$ cat config.mk
export PLATFORM = sky130hd
export DESIGN_NAME = prio_preempt_unit
export DESIGN_NICKNAME = d
export VERILOG_FILES = /design/src/rtl/ppu_pkg.sv /design/src/rtl/ppu_src_filter.sv /design/src/rtl/ppu_arbiter.sv /design/src/rtl/ppu_run_stack.sv /design/src/rtl/prio_preempt_unit.sv
export SDC_FILE = /design/constraint.sdc
export NUM_CORES = 1
export LEC_CHECK = 0
export BUFFER_PORTS_ARGS = -buffer_cell sky130_fd_sc_hd__buf_2
export CAP_MARGIN = 0
export CORE_ASPECT_RATIO = 1.4
export CORE_MARGIN = 2
export CORE_UTILIZATION = 50
export DETAILED_ROUTE_END_ITERATION = 12
export HOLD_SLACK_MARGIN = 0.15
export PLACE_DENSITY_LB_ADDON = 0.25
export SLEW_MARGIN = 20
export SYNTH_ARGS = -nofsm -noshare
export SYNTH_HDL_FRONTEND = slang
export SYNTH_SLANG_ARGS = --single-unit
$ cat constraint.sdc
create_clock -name clk -period 29.9 [get_ports clk]
set_input_delay 5.98 -clock clk [delete_from_list [all_inputs] [get_ports clk]]
set_output_delay 5.98 -clock clk [all_outputs]
set_load 0.03 [all_outputs]
$ cat src/rtl/ppu_pkg.sv
package ppu_pkg;
  localparam int PW = 8;
  localparam logic [PW-1:0] IDLE_PRIO = 8'hFF;

  // Keep the implemented priority bits: group 0 keeps one more bit.
  function automatic logic [PW-1:0] impl_prio(input logic [PW-1:0] p,
                                              input logic grp,
                                              input int unsigned g1_bits);
    int unsigned keep;
    logic [PW-1:0] m;
    keep = grp ? g1_bits : g1_bits + 1;
    m = 8'hFF << (PW - keep);
    return p & m;
  endfunction

  // Preemption field: priority with bits [bp:0] cleared; bp 7 leaves none.
  function automatic logic [PW-1:0] grp_part(input logic [PW-1:0] p,
                                             input logic [2:0] bp);
    logic [3:0] sh;
    if (bp == 3'd7) return '0;
    sh = {1'b0, bp} + 4'd1;
    return p & (8'hFF << sh);
  endfunction
endpackage

$ cat src/rtl/ppu_src_filter.sv
module ppu_src_filter
  import ppu_pkg::*;
#(
  parameter int NUM_SRC = 8,
  parameter int ID_W    = 10,
  parameter int G1_BITS = 4
) (
  input  logic [NUM_SRC-1:0]      pend,
  input  logic [NUM_SRC*PW-1:0]   prio,
  input  logic [NUM_SRC-1:0]      grp,
  input  logic [NUM_SRC*ID_W-1:0] id,
  output logic [NUM_SRC-1:0]      valid,
  output logic [NUM_SRC*PW-1:0]   eff
);
  localparam logic [ID_W-1:0] RES_BASE = {ID_W{1'b1}} - ID_W'(3);

  for (genvar i = 0; i < NUM_SRC; i++) begin : g_src
    assign eff[i*PW +: PW] = impl_prio(prio[i*PW +: PW], grp[i], G1_BITS);
    assign valid[i]        = pend[i] && (id[i*ID_W +: ID_W] < RES_BASE);
  end
endmodule

$ cat src/rtl/ppu_arbiter.sv
module ppu_arbiter
  import ppu_pkg::*;
#(
  parameter int NUM_SRC = 8,
  parameter int ID_W    = 10
) (
  input  logic                    clk,
  input  logic                    rst_n,
  input  logic [NUM_SRC-1:0]      valid,
  input  logic [NUM_SRC*PW-1:0]   eff,
  input  logic [NUM_SRC*ID_W-1:0] id,
  input  logic [NUM_SRC-1:0]      grp,
  output logic                    found,
  output logic [PW-1:0]           win_prio,
  output logic [ID_W-1:0]         win_id,
  output logic                    win_grp
);
  localparam int IW = (NUM_SRC > 1) ? $clog2(NUM_SRC) : 1;
  localparam logic [ID_W-1:0] RES_BASE = {ID_W{1'b1}} - ID_W'(3);

  logic [IW-1:0] win_idx;

  always_comb begin
    found    = 1'b0;
    win_prio = IDLE_PRIO;
    win_id   = '1;
    win_idx  = '0;
    for (int i = 0; i < NUM_SRC; i++) begin
      if (valid[i] && (!found || (eff[i*PW +: PW] < win_prio) ||
          ((eff[i*PW +: PW] == win_prio) && (id[i*ID_W +: ID_W] < win_id)))) begin
        found    = 1'b1;
        win_prio = eff[i*PW +: PW];
        win_id   = id[i*ID_W +: ID_W];
        win_idx  = IW'(i);
      end
    end
  end

  assign win_grp = grp[win_idx];

  // The winner is always one of the qualified sources.
  assert_winner_valid_R1: assert property (@(posedge clk) disable iff (!rst_n)
    found |-> valid[win_idx]);
  // Reserved identifiers never win.
  assert_no_reserved_R11: assert property (@(posedge clk) disable iff (!rst_n)
    found |-> (win_id < RES_BASE));
endmodule

$ cat src/rtl/ppu_run_stack.sv
module ppu_run_stack
  import ppu_pkg::*;
#(
  parameter int DEPTH = 4
) (
  input  logic          clk,
  input  logic          rst_n,
  input  logic          push,
  input  logic          pop,
  input  logic [PW-1:0] push_val,
  output logic [PW-1:0] run_prio,
  output logic          full,
  output logic          empty
);
  localparam int CNT_W = $clog2(DEPTH + 1);
  localparam int IDX_W = (DEPTH > 1) ? $clog2(DEPTH) : 1;

  logic [PW-1:0]    stk [DEPTH];
  logic [CNT_W-1:0] cnt;
  logic [CNT_W-1:0] top_idx;

  assign full    = (cnt == CNT_W'(DEPTH));
  assign empty   = (cnt == '0);
  assign top_idx = cnt - CNT_W'(1);
  assign run_prio = empty ? IDLE_PRIO : stk[top_idx[IDX_W-1:0]];

  always_ff @(posedge clk or negedge rst_n) begin
    if (!rst_n) begin
      cnt <= '0;
      for (int i = 0; i < DEPTH; i++) stk[i] <= '0;
    end else if (push) begin
      stk[cnt[IDX_W-1:0]] <= push_val;
      cnt <= cnt + CNT_W'(1);
    end else if (pop && !empty) begin
      cnt <= cnt - CNT_W'(1);
    end
  end

  assert_no_overflow_R10: assert property (@(posedge clk) disable iff (!rst_n)
    push |-> !full);
  assert_push_visible_R7: assert property (@(posedge clk) disable iff (!rst_n)
    push |=> (run_prio == $past(push_val)));
  assert_pop_empty_R9: assert property (@(posedge clk) disable iff (!rst_n)
    (pop && !push && empty) |=> empty);
endmodule

$ cat src/rtl/prio_preempt_unit.sv
module prio_preempt_unit
  import ppu_pkg::*;
#(
  parameter int NUM_SRC     = 8,
  parameter int ID_W        = 10,
  parameter int G1_BITS     = 4,
  parameter int STACK_DEPTH = 4
) (
  input  logic                    clk,
  input  logic                    rst_n,
  input  logic [NUM_SRC-1:0]      pend_i,
  input  logic [NUM_SRC*8-1:0]    prio_i,
  input  logic [NUM_SRC-1:0]      grp_i,
  input  logic [NUM_SRC*ID_W-1:0] id_i,
  input  logic [7:0]              mask_i,
  input  logic [2:0]              bpoint_i,
  input  logic                    ack_i,
  input  logic                    eoi_i,
  output logic                    fiq_o,
  output logic                    irq_o,
  output logic [ID_W-1:0]         hp_id_o,
  output logic [ID_W-1:0]         ack_id_o,
  output logic [7:0]              run_prio_o
);
  localparam logic [ID_W-1:0] SPUR_ID = {ID_W{1'b1}};

  logic [NUM_SRC-1:0]    src_valid;
  logic [NUM_SRC*PW-1:0] src_eff;
  logic                  found;
  logic [PW-1:0]         win_prio;
  logic [ID_W-1:0]       win_id;
  logic                  win_grp;
  logic                  stk_full, stk_empty;
  logic                  below_mask, may_preempt, signal_ok;
  logic                  do_push, do_pop;
  logic [PW-1:0]         win_field;

  ppu_src_filter #(.NUM_SRC(NUM_SRC), .ID_W(ID_W), .G1_BITS(G1_BITS)) u_filter (
    .pend(pend_i), .prio(prio_i), .grp(grp_i), .id(id_i),
    .valid(src_valid), .eff(src_eff));

  ppu_arbiter #(.NUM_SRC(NUM_SRC), .ID_W(ID_W)) u_arb (
    .clk(clk), .rst_n(rst_n), .valid(src_valid), .eff(src_eff), .id(id_i),
    .grp(grp_i), .found(found), .win_prio(win_prio), .win_id(win_id),
    .win_grp(win_grp));

  // Eligibility: mask, nesting room, and preemption field against running.
  assign win_field   = grp_part(win_prio, bpoint_i);
  assign below_mask  = win_prio < mask_i;
  assign may_preempt = stk_empty || ((bpoint_i != 3'd7) && (win_field < run_prio_o));
  assign signal_ok   = found && below_mask && !stk_full && may_preempt;

  assign fiq_o   = signal_ok && !win_grp;
  assign irq_o   = signal_ok && win_grp;
  assign hp_id_o = found ? win_id : SPUR_ID;

  assign do_push = ack_i && signal_ok;
  assign do_pop  = eoi_i && !ack_i;

  ppu_run_stack #(.DEPTH(STACK_DEPTH)) u_stack (
    .clk(clk), .rst_n(rst_n), .push(do_push), .pop(do_pop),
    .push_val(win_field), .run_prio(run_prio_o),
    .full(stk_full), .empty(stk_empty));

  always_ff @(posedge clk or negedge rst_n) begin
    if (!rst_n)     ack_id_o <= SPUR_ID;
    else if (ack_i) ack_id_o <= signal_ok ? win_id : SPUR_ID;
  end

  assert_one_line_R6: assert property (@(posedge clk) disable iff (!rst_n)
    $onehot0({fiq_o, irq_o}));
  assert_mask_R3: assert property (@(posedge clk) disable iff (!rst_n)
    (fiq_o || irq_o) |-> (win_prio < mask_i));
  assert_spurious_R8: assert property (@(posedge clk) disable iff (!rst_n)
    (ack_i && !fiq_o && !irq_o) |=> (ack_id_o == SPUR_ID));
  assert_no_preempt_bp7_R5: assert property (@(posedge clk) disable iff (!rst_n)
    ((bpoint_i == 3'd7) && (run_prio_o != IDLE_PRIO)) |-> !(fiq_o || irq_o));
  assert_ack_wins_R12: assert property (@(posedge clk) disable iff (!rst_n)
    (ack_i && eoi_i && (fiq_o || irq_o)) |=> (run_prio_o != IDLE_PRIO));
endmodule

Yosys cells after proc, flatten, opt, wreduce, memory -nomap -nowiden:

Cells that the tools add are included.

* word-level logic and storage cells: 190
* memory bits (writable): 0
* register bits after elaboration: 45
* ROM bits: 0
* memories kept: 0
* latch bits: 0

* order comparisons: 28
* reduce and logical (&&, ||, !) cells: 60
* bitwise gates (word level): 11
* divide/modulo/power cells: 0
* multiplexer cells: 55
* $add $sub $neg: 11
* equality and inequality tests: 10
* multiply operators: 0
* shift operators: 9

Operator list (count)
* 8-bit by 32-bit << shifter with 8-bit output, first input constant: 8
* 4-bit by 32-bit subtractor with 32-bit output, first input constant: 8
* 8-bit 2-to-1 mux: 14
* 10-bit 2-to-1 mux: 10
* 10-bit less-than comparator, second input constant: 8
* 8-bit bitwise AND: 9
* 8-bit less-than comparator: 9
* 10-bit less-than comparator: 7
* 8-bit == test: 7
* 32-bit bitwise mux: 1
* 1-bit logical AND: 32
* 1-bit 2-to-1 mux: 19
* 3-bit 2-to-1 mux: 6
* 8-bit binary-select mux with 2-bit select: 1
* 8-bit demux with 2-bit select: 1
* 1-bit logical OR: 15
* 1-bit logical NOT: 11
* 8-bit by 4-bit << shifter with 8-bit output, first input constant: 1
* 3-bit == test, second input constant: 2
* 3-bit >= comparator, second input constant: 2
* 2-bit inverter with 3-bit output: 2
* 3-bit by 1-bit adder with 4-bit output, second input constant: 1
* 3-bit by 4-bit less-than comparator with 1-bit output, second input constant: 1
* 2-bit 2-to-1 mux: 2
* 7 further kinds: 7

Logic depth before layout (Yosys ltp):

Gate-level depths: netlist (run 1).

* depth in word-level cells: 48
* depth in mapped cells: 104

By module:

Synthesis (run 1) repeated with hierarchy kept, for this count alone.

* cells, all modules: 998
* area, all modules: 8219.1 sq um

Modules (own cells, without submodules)
* ppu_arbiter: instances 1, cells an instance 667, sequential area each 0.0 sq um, area each 4908.5 sq um
* ppu_run_stack: instances 1, cells an instance 114, sequential area each 875.8 sq um, area each 1679.1 sq um
* prio_preempt_unit: instances 1, cells an instance 128, sequential area each 262.8 sq um, area each 997.2 sq um
* ppu_src_filter: instances 1, cells an instance 89, sequential area each 0.0 sq um, area each 634.4 sq um

Worst setup path before layout (run 1):

Ideal clock, no wire load.

* path type: input -> output
* from: in id_i[2]
* to: out irq_o
* arrival: 24129 ps
* path slack: -209 ps
* buffers on the path: 9
* stages on the path: 94
* cell sequence: nand4_1 -> o21ai_1 -> nor2_1 -> ha_1 -> nand4_1 -> nor3b_1 -> o21ai_0 -> o31ai_2 -> nand2_1 -> clkbuf_1 -> a21oi_1 -> inv_1 -> ha_1 -> a211o_1 -> a2111o_1 -> or2_2 -> a21oi_1 -> a31oi_2 -> (+58 left out) -> a41o_1 -> a211oi_2 -> or3_1 -> buf_4 -> clkbuf_1 -> o21ai_1 -> ha_1 -> o21a_1 -> o21a_1 -> o21a_1 -> o21ai_0 -> nand2b_1 -> a2111oi_0 -> nand2_1 -> o21ai_1 -> clkbuf_1 -> o21ai_0 -> a31oi_1

* longest elaborated chain between the ends: 45
* elaborated cells on any way between the ends: 100
* classes of those cells: 17 x order compare; 7 x eq/ne; 33 x mux; 1 x bitwise; 42 x reduce/logical

RTL lines
* start, declared: line prio_preempt_unit.sv:14 `input logic [NUM_SRC*ID_W-1:0] id_i,`
* 10-bit less-than comparator: line ppu_src_filter.sv:19 `assign valid[i] = pend[i] && (id[i*ID_W +: ID_W] < RES_BASE);`
* 1-bit logical AND: line ppu_src_filter.sv:19
* 10-bit 2-to-1 mux (tied with other cells): line ppu_arbiter.sv:29 `if (valid[i] && (!found || (eff[i*PW +: PW] < win_prio) ||`
* 10-bit less-than comparator (tied with other cells): line ppu_arbiter.sv:30 `((eff[i*PW +: PW] == win_prio) && (id[i*ID_W +: ID_W] < win_id)))) begin`
* 1-bit logical AND / 1-bit logical OR (equally long branches): line ppu_arbiter.sv:30, ppu_arbiter.sv:29
* 1-bit logical OR: line ppu_arbiter.sv:29
* 1-bit logical AND: line ppu_arbiter.sv:29
* 10-bit 2-to-1 mux (tied with other cells): line ppu_arbiter.sv:29
* (+29 left out)
* 8-bit 2-to-1 mux: line ppu_arbiter.sv:29
* 8-bit bitwise AND: line ppu_pkg.sv:22 `return p & (8'hFF << sh);`
* 8-bit 2-to-1 mux: line ppu_pkg.sv:21 `sh = {1'b0, bp} + 4'd1;`
* 8-bit less-than comparator: line prio_preempt_unit.sv:50 `assign may_preempt = stk_empty || ((bpoint_i != 3'd7) && (win_field < run_prio_o));`
* 1-bit logical AND: line prio_preempt_unit.sv:50
* 1-bit logical OR: line prio_preempt_unit.sv:50
* 1-bit logical AND: line prio_preempt_unit.sv:51 `assign signal_ok = found && below_mask && !stk_full && may_preempt;`
* 1-bit logical AND *: line prio_preempt_unit.sv:54 `assign irq_o = signal_ok && win_grp;`
* end, declared: line prio_preempt_unit.sv:20 `output logic irq_o,`

Every way passes the cells marked *; elsewhere a longest branch is shown, timed or not. The select of a mux whose other input is x is not followed.

Final worst setup path (run 1):

* from: in id_i[5]
* to: out fiq_o

* longest elaborated chain between the ends: 45
* elaborated cells on any way between the ends: 101
* classes of those cells: 17 x order compare; 7 x eq/ne; 33 x mux; 1 x bitwise; 43 x reduce/logical

RTL lines
* 10-bit less-than comparator: line ppu_src_filter.sv:19
* 1-bit logical AND: line ppu_src_filter.sv:19
* 10-bit 2-to-1 mux (tied with other cells): line ppu_arbiter.sv:29
* 10-bit less-than comparator (tied with other cells): line ppu_arbiter.sv:30
* 1-bit logical AND / 1-bit logical OR (equally long branches): line ppu_arbiter.sv:30, ppu_arbiter.sv:29
* 1-bit logical OR: line ppu_arbiter.sv:29
* 1-bit logical AND: line ppu_arbiter.sv:29
* 10-bit 2-to-1 mux (tied with other cells): line ppu_arbiter.sv:29
* (+29 left out)
* 8-bit 2-to-1 mux: line ppu_arbiter.sv:29
* 8-bit bitwise AND: line ppu_pkg.sv:22
* 8-bit 2-to-1 mux: line ppu_pkg.sv:21
* 8-bit less-than comparator: line prio_preempt_unit.sv:50
* 1-bit logical AND: line prio_preempt_unit.sv:50
* 1-bit logical OR: line prio_preempt_unit.sv:50
* 1-bit logical AND: line prio_preempt_unit.sv:51
* 1-bit logical AND *: line prio_preempt_unit.sv:53 `assign fiq_o = signal_ok && !win_grp;`
* end, declared: line prio_preempt_unit.sv:19 `output logic fiq_o,`

Marks and branches as above.

==> impl_metrics.prom, run 1 <==
# TYPE chip_impl_metric gauge
chip_impl_info{name="outcome",value="finished clean"} 1
chip_impl_metric{name="cts_made_buffers",unit=""} 5
chip_impl_metric{name="vias_per_cell",unit=""} 6.185
chip_impl_metric{name="crit_path_max_incr_delay",unit="ns"} 0.41
chip_impl_metric{name="finalClockSkew",unit="ns"} 0.002842
chip_impl_metric{name="post-route-drc-count",unit=""} 0
chip_impl_metric{name="cellPowerDensity",unit="nW/µm²"} 71.74
chip_impl_metric{name="fp-row-count",unit=""} 53
chip_impl_metric{name="path_buf_inv",unit=""} 17
chip_impl_metric{name="design_area",unit="µm²"} 10720
chip_impl_metric{name="static-leakage-power",unit="µW"} 0.005134
chip_impl_metric{name="die_area",unit="µm²"} 16070
chip_impl_info{name="setup.worst_path.class",value="in2out"} 1
chip_impl_metric{name="num-nets-final",unit=""} 1540
chip_impl_metric{name="die-height",unit="µm"} 149.2
chip_impl_metric{name="numPlacedInstances",unit=""} 1397
chip_impl_info{name="tritoncts",value="yes"} 1
chip_impl_metric{name="path_clk_slew",unit="ns"} 0.07
chip_impl_metric{name="starting_density_of_the_core",unit="%"} 50.67
chip_impl_metric{name="antenna-diode-count",unit=""} 0
chip_impl_metric{name="dpl.hpwl",unit="µm"} 19970
chip_impl_metric{name="critical_path_peak_fanout",unit=""} 8
chip_impl_metric{name="maximum_number_of_pins_on_one_net_before_global_route_repair",unit=""} 46
chip_impl_info{name="most_frequent_cells_in_the_layout",value="sky130_fd_sc_hd__buf_2, sky130_fd_sc_hd__buf_4, sky130_fd_sc_hd__ha_1"} 1
chip_impl_metric{name="maxCapViolations",unit=""} 0
chip_impl_metric{name="cp.arrival",unit="ns"} 23.73
chip_impl_info{name="most_frequent_cp_cell",value="sky130_fd_sc_hd__buf_4"} 1
chip_impl_metric{name="cts_hold_buf",unit=""} 0
chip_impl_metric{name="grt_antenna_before_repair",unit=""} 0
chip_impl_metric{name="count_of_flip_flops_with_a_built_in_enable_after_synthesis",unit=""} 0
chip_impl_info{name="synth_top_flop_cell",value="sky130_fd_sc_hd__dfrtp_1"} 1
chip_impl_metric{name="setup_viol",unit=""} 0
chip_impl_metric{name="synthesis.yosys.warnings",unit=""} 0
chip_impl_metric{name="drt.antenna.violating_nets",unit=""} 0
chip_impl_metric{name="syn_nets",unit=""} 1229
chip_impl_metric{name="routedWlPerCell",unit="µm"} 18.76
chip_impl_metric{name="drt_iter0_markers",unit=""} 674
chip_impl_metric{name="detail_route.wirelength",unit="µm"} 27010
chip_impl_metric{name="grt_util_all_layers",unit="%"} 29.52
chip_impl_info{name="setup.worst_path.end_class",value="output port"} 1
chip_impl_metric{name="netlist_area",unit="µm²"} 7527
chip_impl_metric{name="gp_routability_congestion",unit=""} 1.009
chip_impl_metric{name="die_width",unit="µm"} 107.7
chip_impl_metric{name="dp_slack",unit="ns"} -0.6966
chip_impl_metric{name="grt_pass1_vias",unit=""} 8067
chip_impl_metric{name="p_total",unit="µW"} 768.9
chip_impl_metric{name="vdd.ir_drop.worst",unit="mV"} 0.08340
chip_impl_metric{name="design.core.area",unit="µm²"} 14850
chip_impl_metric{name="worst_skew_pair.late_latency",unit="ns"} 0.29
chip_impl_metric{name="setup_ws",unit="ns"} 0.1940
chip_impl_metric{name="setup_tns",unit="ns"} 0
chip_impl_info{name="timing.critical_path.from_type",value="input pin"} 1
chip_impl_metric{name="timing_max_transition_violations_final",unit=""} 0
chip_impl_metric{name="final_period_demand_of_the_worst_path",unit="ns"} 29.71
chip_impl_metric{name="grt_first_pass_wirelength",unit="µm"} 37920
chip_impl_metric{name="synth-seq-cells",unit=""} 45
chip_impl_metric{name="number_of_standard_cells_in_the_layout_taps_in_and_fillers_out",unit=""} 1440
chip_impl_metric{name="ys_types",unit=""} 81
chip_impl_info{name="critical_path.top_delay_family",value="compound AO/OA/AOI/OAI gates"} 1
chip_impl_metric{name="finalCritPeriodShare",unit="%"} 99.35
chip_impl_metric{name="area_growth",unit="%"} 42.39
chip_impl_metric{name="maxClockFrequency",unit="GHz"} 0.03366
chip_impl_metric{name="grt_overflow_total",unit=""} 0
chip_impl_metric{name="syn_avg_cell_area",unit="µm²"} 8.042
chip_impl_metric{name="cts-root-to-sink-buffers",unit=""} 2
chip_impl_metric{name="max-slew-margin-rel",unit="%"} 39.23
chip_impl_metric{name="dr_total_vias",unit=""} 8907
chip_impl_metric{name="worst_pin_slew",unit="ns"} 0.9020
chip_impl_metric{name="io_pins",unit=""} 205
chip_impl_metric{name="dr.pass1.iters",unit=""} 5
chip_impl_metric{name="layout.filler_cells",unit=""} 1149
chip_impl_info{name="hp-class",value="reg2reg"} 1
chip_impl_info{name="cp_slowest_cell",value="sky130_fd_sc_hd__a2111o_1"} 1
chip_impl_metric{name="hold_viol",unit=""} 0
chip_impl_metric{name="drive_above_1_share",unit="%"} 42.15
chip_impl_metric{name="synth-async-reset-ratio",unit="%"} 100.0
chip_impl_metric{name="cts.htree.levels",unit=""} 2
chip_impl_metric{name="ys_seq_area_share",unit="%"} 15.13
chip_impl_metric{name="required",unit="ns"} 23.92
chip_impl_metric{name="place_area",unit="µm²"} 9460
chip_impl_info{name="final_common_cell",value="sky130_fd_sc_hd__buf_2"} 1
chip_impl_metric{name="io_buffer_count",unit=""} 180
chip_impl_info{name="clock_tree.root_cell",value="sky130_fd_sc_hd__clkbuf_16"} 1
chip_impl_metric{name="postSynthCellCount",unit=""} 936
chip_impl_metric{name="number_of_sinks_handled_by_clock_tree_synthesis",unit=""} 45
## worst min-delay path: cells and delay by family, from the launching register on
family | cells | cell delay [ns]
and+or+nand+nor | 1 | 0.05
DFF | 1 | 0.34
AOI/OAI and AO/OA | 1 | 0.05
## metrics by stage
| stage | util (%) | hold WS, ns |
|---|---|---|
| final | 72.15 | 0.4740 |
| after global routing | 72.15 | 0.4922 |
| after global placement | 63.69 | 0.4548 |
| after floorplan | - | 0.4432 |
| after detailed placement | 63.69 | 0.4655 |
| after CTS | 65.85 | 0.4774 |
## cells in the mapped netlist (all sizes together), types with 4 or more instances
| master | instances | area share, % |
|---|---|---|
| o21a | 23 | 2.3 |
| xnor2 | 5 | 0.58 |
| a31o | 4 | 0.47 |
| nor3 | 12 | 1.2 |
| dfrtp | 35 | 12 |
| mux2i | 22 | 3.0 |
| and3 | 4 | 0.33 |
| a211oi | 30 | 3.8 |
| o211ai | 13 | 1.4 |
| buf | 11 | 1.2 |
| and2 | 24 | 2.0 |
| a2111oi | 7 | 1.1 |
| o31a | 4 | 0.48 |
| a22oi | 6 | 0.60 |
| nor2b | 27 | 2.3 |
| nand4 | 37 | 3.1 |
| ha | 118 | 20 |
| o2111ai | 5 | 0.58 |
| nand3 | 19 | 1.3 |
| mux4 | 8 | 2.4 |
| inv | 81 | 4.0 |
| o31ai | 21 | 2.3 |
| o21ai | 63 | 4.3 |
| nor2 | 77 | 4.1 |
| a21o | 23 | 2.3 |
| dfstp | 10 | 3.5 |
| a21oi | 55 | 3.7 |
| or2 | 7 | 0.58 |
| mux2 | 14 | 2.1 |
| a31oi | 13 | 1.2 |
| or3 | 9 | 0.81 |
| nor4 | 4 | 0.33 |
| and4b | 8 | 1.1 |
| o22ai | 5 | 0.42 |
| clkbuf | 23 | 1.1 |
| nand2b | 7 | 0.58 |
| a211o | 5 | 0.58 |
| nand2 | 64 | 3.4 |
| o211a | 6 | 0.90 |
## layout make-up
type	count	area, µm²	area share [%]
Sequential cell	45	1139	10.62
Clock inverter	3	47.55	0.4436
Inverter	81	304.0	2.837
Clock buffer	5	125.1	1.167
Multi-Input combinational cell	779	6714	62.64
Timing Repair Buffer	335	2148	20.04
Tap cell	192	240.2	2.241
## state kept, by name (all words and copies together), names as in the netlist
register     count
u_stack.cnt      3
u_stack.stk     32
ack_id_o        10
## per-layer routing
layer | track usage (%) | share of wire, %
met1 | 33.41 | 37
met2 | 54.87 | 52
met3 | 2.228 | 5.5
met4 | 14.55 | 5.1
met5 | 0 | 0
## path summary, 6_finish.rpt
kind                                                  start                           to  slack (ns)  cells after the start
worst max register to register   u_stack.cnt[0]$_DFFE_PN0P_   u_stack.stk[3]$_DFFE_PN0P_       25.27                     15
max in group asynchronous                             rst_n   u_stack.stk[8]$_DFFE_PN0P_       23.81                      1
min in group asynchronous                             rst_n   u_stack.cnt[1]$_DFFE_PN0P_        5.69                      1
worst min register to register  u_stack.stk[22]$_DFFE_PN0P_  u_stack.stk[22]$_DFFE_PN0P_        0.47                      2
worst min-delay path            u_stack.stk[22]$_DFFE_PN0P_  u_stack.stk[22]$_DFFE_PN0P_        0.47                      2
worst max-delay path                                id_i[5]                        fiq_o        0.19                     99
## timing repair
item | CTS | global route
endpoints found under the setup margin | 2 | 2
cloned | 0 | 4
setup buffers | 6 | 25
resized for setup | 26 | 152
pin swaps | 3 | 67
## power by group
part / internal (µW) / switching [µW]
logic: 261 / 347
registers: 81.6 / 13.4
clock network: 40.1 / 25.5
total: 383 / 386
## logic make-up after synthesis
kind of cell,Yosys count,share of synthesized area (%)
and+or+nand+nor,310,22.29
AOI/OAI and AO/OA,299,28.54
adders and majority gates,118,19.61
buffers and inverters,115,6.383
DFF,45,15.13
muxes,44,7.463
xor gates and xnor gates,5,0.5818
(Power assumes the default switching activity.)
==> run 2: changes to the inputs <==
- CORE_UTILIZATION: 50 -> 59
- clock period: 29.9 -> 35.2 ns (I/O delays scaled with it)
==> run 2 against run 1 <==
  * Clock skew is 0.0092 ns higher
  * Sequential power is 15% lower
  * Total power is 27% lower
  * Combinational power is 29% lower
  * First-iteration DRC count is 43% lower
  * Critical path depth stayed put
  * Via count is 8.3% lower
  * Highest routed layer unchanged
==> impl_metrics.prom, run 2 (same netlist as run 1, synthesis figures left out) <==
# TYPE chip_impl_metric gauge
chip_impl_metric{name="dr_total_vias",unit=""} 8164
chip_impl_metric{name="grt_first_pass_wirelength",unit="µm"} 36980
chip_impl_metric{name="p_total",unit="µW"} 562.4
chip_impl_metric{name="timing.reg2reg.worst_path_depth",unit=""} 16
chip_impl_metric{name="antenna-diode-count",unit=""} 0
chip_impl_metric{name="io_pins",unit=""} 205
chip_impl_info{name="timing.critical_path.from_type",value="input pin"} 1
chip_impl_info{name="cp_slowest_cell",value="sky130_fd_sc_hd__a2111oi_0"} 1
chip_impl_info{name="setup.worst_path.class",value="in2out"} 1
chip_impl_metric{name="dpl.hpwl",unit="µm"} 19080
chip_impl_metric{name="die_area",unit="µm²"} 13690
chip_impl_metric{name="design_area",unit="µm²"} 8944
chip_impl_metric{name="worst_skew_pair.late_latency",unit="ns"} 0.30
chip_impl_metric{name="required",unit="ns"} 28.16
chip_impl_metric{name="grt_util_all_layers",unit="%"} 33.66
chip_impl_info{name="clock_tree.root_cell",value="sky130_fd_sc_hd__clkbuf_16"} 1
chip_impl_metric{name="grt_antenna_before_repair",unit=""} 0
chip_impl_metric{name="path_clk_slew",unit="ns"} 0.07
chip_impl_metric{name="vdd.ir_drop.worst",unit="mV"} 0.06947
chip_impl_info{name="tritoncts",value="yes"} 1
chip_impl_metric{name="timing.hold.worst_path_depth",unit=""} 2
chip_impl_metric{name="routedWlPerCell",unit="µm"} 18.04
chip_impl_info{name="most_frequent_cp_cell",value="sky130_fd_sc_hd__a21o_1"} 1
chip_impl_metric{name="cellPowerDensity",unit="nW/µm²"} 62.88
chip_impl_metric{name="num-nets-final",unit=""} 1425
chip_impl_metric{name="die_width",unit="µm"} 99.46
chip_impl_metric{name="cts.htree.levels",unit=""} 2
chip_impl_metric{name="drive_above_1_share",unit="%"} 26.65
chip_impl_metric{name="detail_route.wirelength",unit="µm"} 23150
chip_impl_info{name="hp-class",value="reg2reg"} 1
chip_impl_metric{name="post-route-drc-count",unit=""} 0
chip_impl_metric{name="timing_max_transition_violations_final",unit=""} 0
chip_impl_metric{name="dr.pass1.iters",unit=""} 5
chip_impl_metric{name="maxClockFrequency",unit="GHz"} 0.02971
chip_impl_info{name="biggest_register",value="u_stack.stk"} 1
chip_impl_metric{name="drt.antenna.violating_nets",unit=""} 0
chip_impl_metric{name="finalCritPeriodShare",unit="%"} 95.63
chip_impl_metric{name="setup_tns",unit="ns"} 0
chip_impl_metric{name="die-height",unit="µm"} 137.6
chip_impl_metric{name="maxCapViolations",unit=""} 0
chip_impl_metric{name="maximum_number_of_pins_on_one_net_before_global_route_repair",unit=""} 46
chip_impl_metric{name="gp_routability_congestion",unit=""} 0.9800
chip_impl_metric{name="area_growth",unit="%"} 18.82
chip_impl_metric{name="cp.arrival",unit="ns"} 26.62
chip_impl_info{name="rsz0062_at_grt",value="no"} 1
chip_impl_metric{name="vias_per_cell",unit=""} 6.363
chip_impl_info{name="most_frequent_cells_in_the_layout",value="sky130_fd_sc_hd__buf_2, sky130_fd_sc_hd__ha_1, sky130_fd_sc_hd__inv_1"} 1
chip_impl_metric{name="fp-row-count",unit=""} 48
chip_impl_info{name="final_common_cell",value="sky130_fd_sc_hd__buf_2"} 1
chip_impl_metric{name="finalClockSkew",unit="ns"} 0.01209
chip_impl_metric{name="crit_path_max_incr_delay",unit="ns"} 0.58
chip_impl_metric{name="cts_made_buffers",unit=""} 5
chip_impl_metric{name="cts-root-to-sink-buffers",unit=""} 2
chip_impl_info{name="outcome",value="finished clean"} 1
chip_impl_metric{name="final_period_demand_of_the_worst_path",unit="ns"} 33.66
chip_impl_metric{name="drt_iter0_markers",unit=""} 386
chip_impl_info{name="setup.worst_path.end_class",value="output port"} 1
chip_impl_metric{name="worst_pin_slew",unit="ns"} 0.8823
chip_impl_metric{name="critical_path_peak_fanout",unit=""} 26
chip_impl_metric{name="grt_overflow_total",unit=""} 0
chip_impl_metric{name="grt_pass1_vias",unit=""} 7881
chip_impl_metric{name="hold_viol",unit=""} 0
chip_impl_metric{name="io_buffer_count",unit=""} 180
chip_impl_info{name="top_regs",value="u_stack.stk x32, ack_id_o x10, u_stack.cnt x3"} 1
chip_impl_metric{name="static-leakage-power",unit="µW"} 0.004479
chip_impl_metric{name="setup_viol",unit=""} 0
chip_impl_metric{name="number_of_sinks_handled_by_clock_tree_synthesis",unit=""} 45
chip_impl_metric{name="place_area",unit="µm²"} 8775
chip_impl_metric{name="design.core.area",unit="µm²"} 12370
chip_impl_metric{name="max-slew-margin-rel",unit="%"} 39.66
chip_impl_metric{name="largest_register_ffs",unit=""} 32
chip_impl_metric{name="starting_density_of_the_core",unit="%"} 60.84
## run 2: path summary, 6_finish.rpt
check | from | to | slack [ns]
worst min-delay path | u_stack.stk[28]$_DFFE_PN0P_ | u_stack.stk[28]$_DFFE_PN0P_ | 0.48
max in group asynchronous | rst_n | u_stack.stk[10]$_DFFE_PN0P_ | 27.95
worst min register to register | u_stack.stk[28]$_DFFE_PN0P_ | u_stack.stk[28]$_DFFE_PN0P_ | 0.48
worst max-delay path | id_i[4] | irq_o | 1.54
worst max register to register | u_stack.cnt[0]$_DFFE_PN0P_ | u_stack.stk[3]$_DFFE_PN0P_ | 30.41
min in group asynchronous | rst_n | u_stack.stk[15]$_DFFE_PN0P_ | 6.83
## run 2: report_power, final
group | internal (µW) | leakage [µW] | total (µW) | switching (µW)
clock | 28.7 | 0.0000775 | 51.0 | 22.3
combinational | 168 | 0.00383 | 430 | 262
sequential | 69.4 | 0.000573 | 81.3 | 11.9
total | 266 | 0.00448 | 562 | 296
## run 2: routing by layer
metal	up-vias	GRT usage (%)	part of all wire (%)
met5	-	0	0
li1	3908	-	-
met2	358	59.68	50
met3	72	3.044	6.0
met4	0	19.56	5.3
met1	3826	39.42	39
## run 2: stage by stage
step                      instances  hold WS, ns  setup slack (ns)  util [%]
after floorplan                 936       0.4432             2.971         -
after global placement         1275       0.4538             1.644     70.92
after detailed placement       1275       0.4660             1.438     70.92
after CTS                      1283       0.4800             1.273     72.19
after global routing           1283       0.4998           0.01097     72.29
final                          1283       0.4780             1.537     72.29
## run 2: worst max-delay path, delay by kind of cell
kind,cells,cell delay (ns)
buffers and inverters,13,2.00
adder cells (fa/ha/maj),8,2.30
AND/OR/NAND/NOR,25,4.21
AO/OA/AOI/OAI,50,10.01
multiplexers,3,0.98
## run 2: layout make-up
| class | count | area [µm²] |
|---|---|---|
| flip-flops and latches | 45 | 1139 |
| repair buffers | 223 | 1236 |
| multi-input cells | 776 | 5921 |
| inverters | 81 | 304.0 |
| well taps | 150 | 187.7 |
| clock inverters | 2 | 17.52 |
| clock buffers | 6 | 138.9 |
| fillers | 1040 | 3428 |
## run 2: repair_timing
action | in CTS | in global routing
setup endpoints to repair | 0 | 2
buffers inserted | 0 | 0
resized for setup | 0 | 3
endpoints found under the hold margin | 0 | 0
hold buffers | 0 | 0
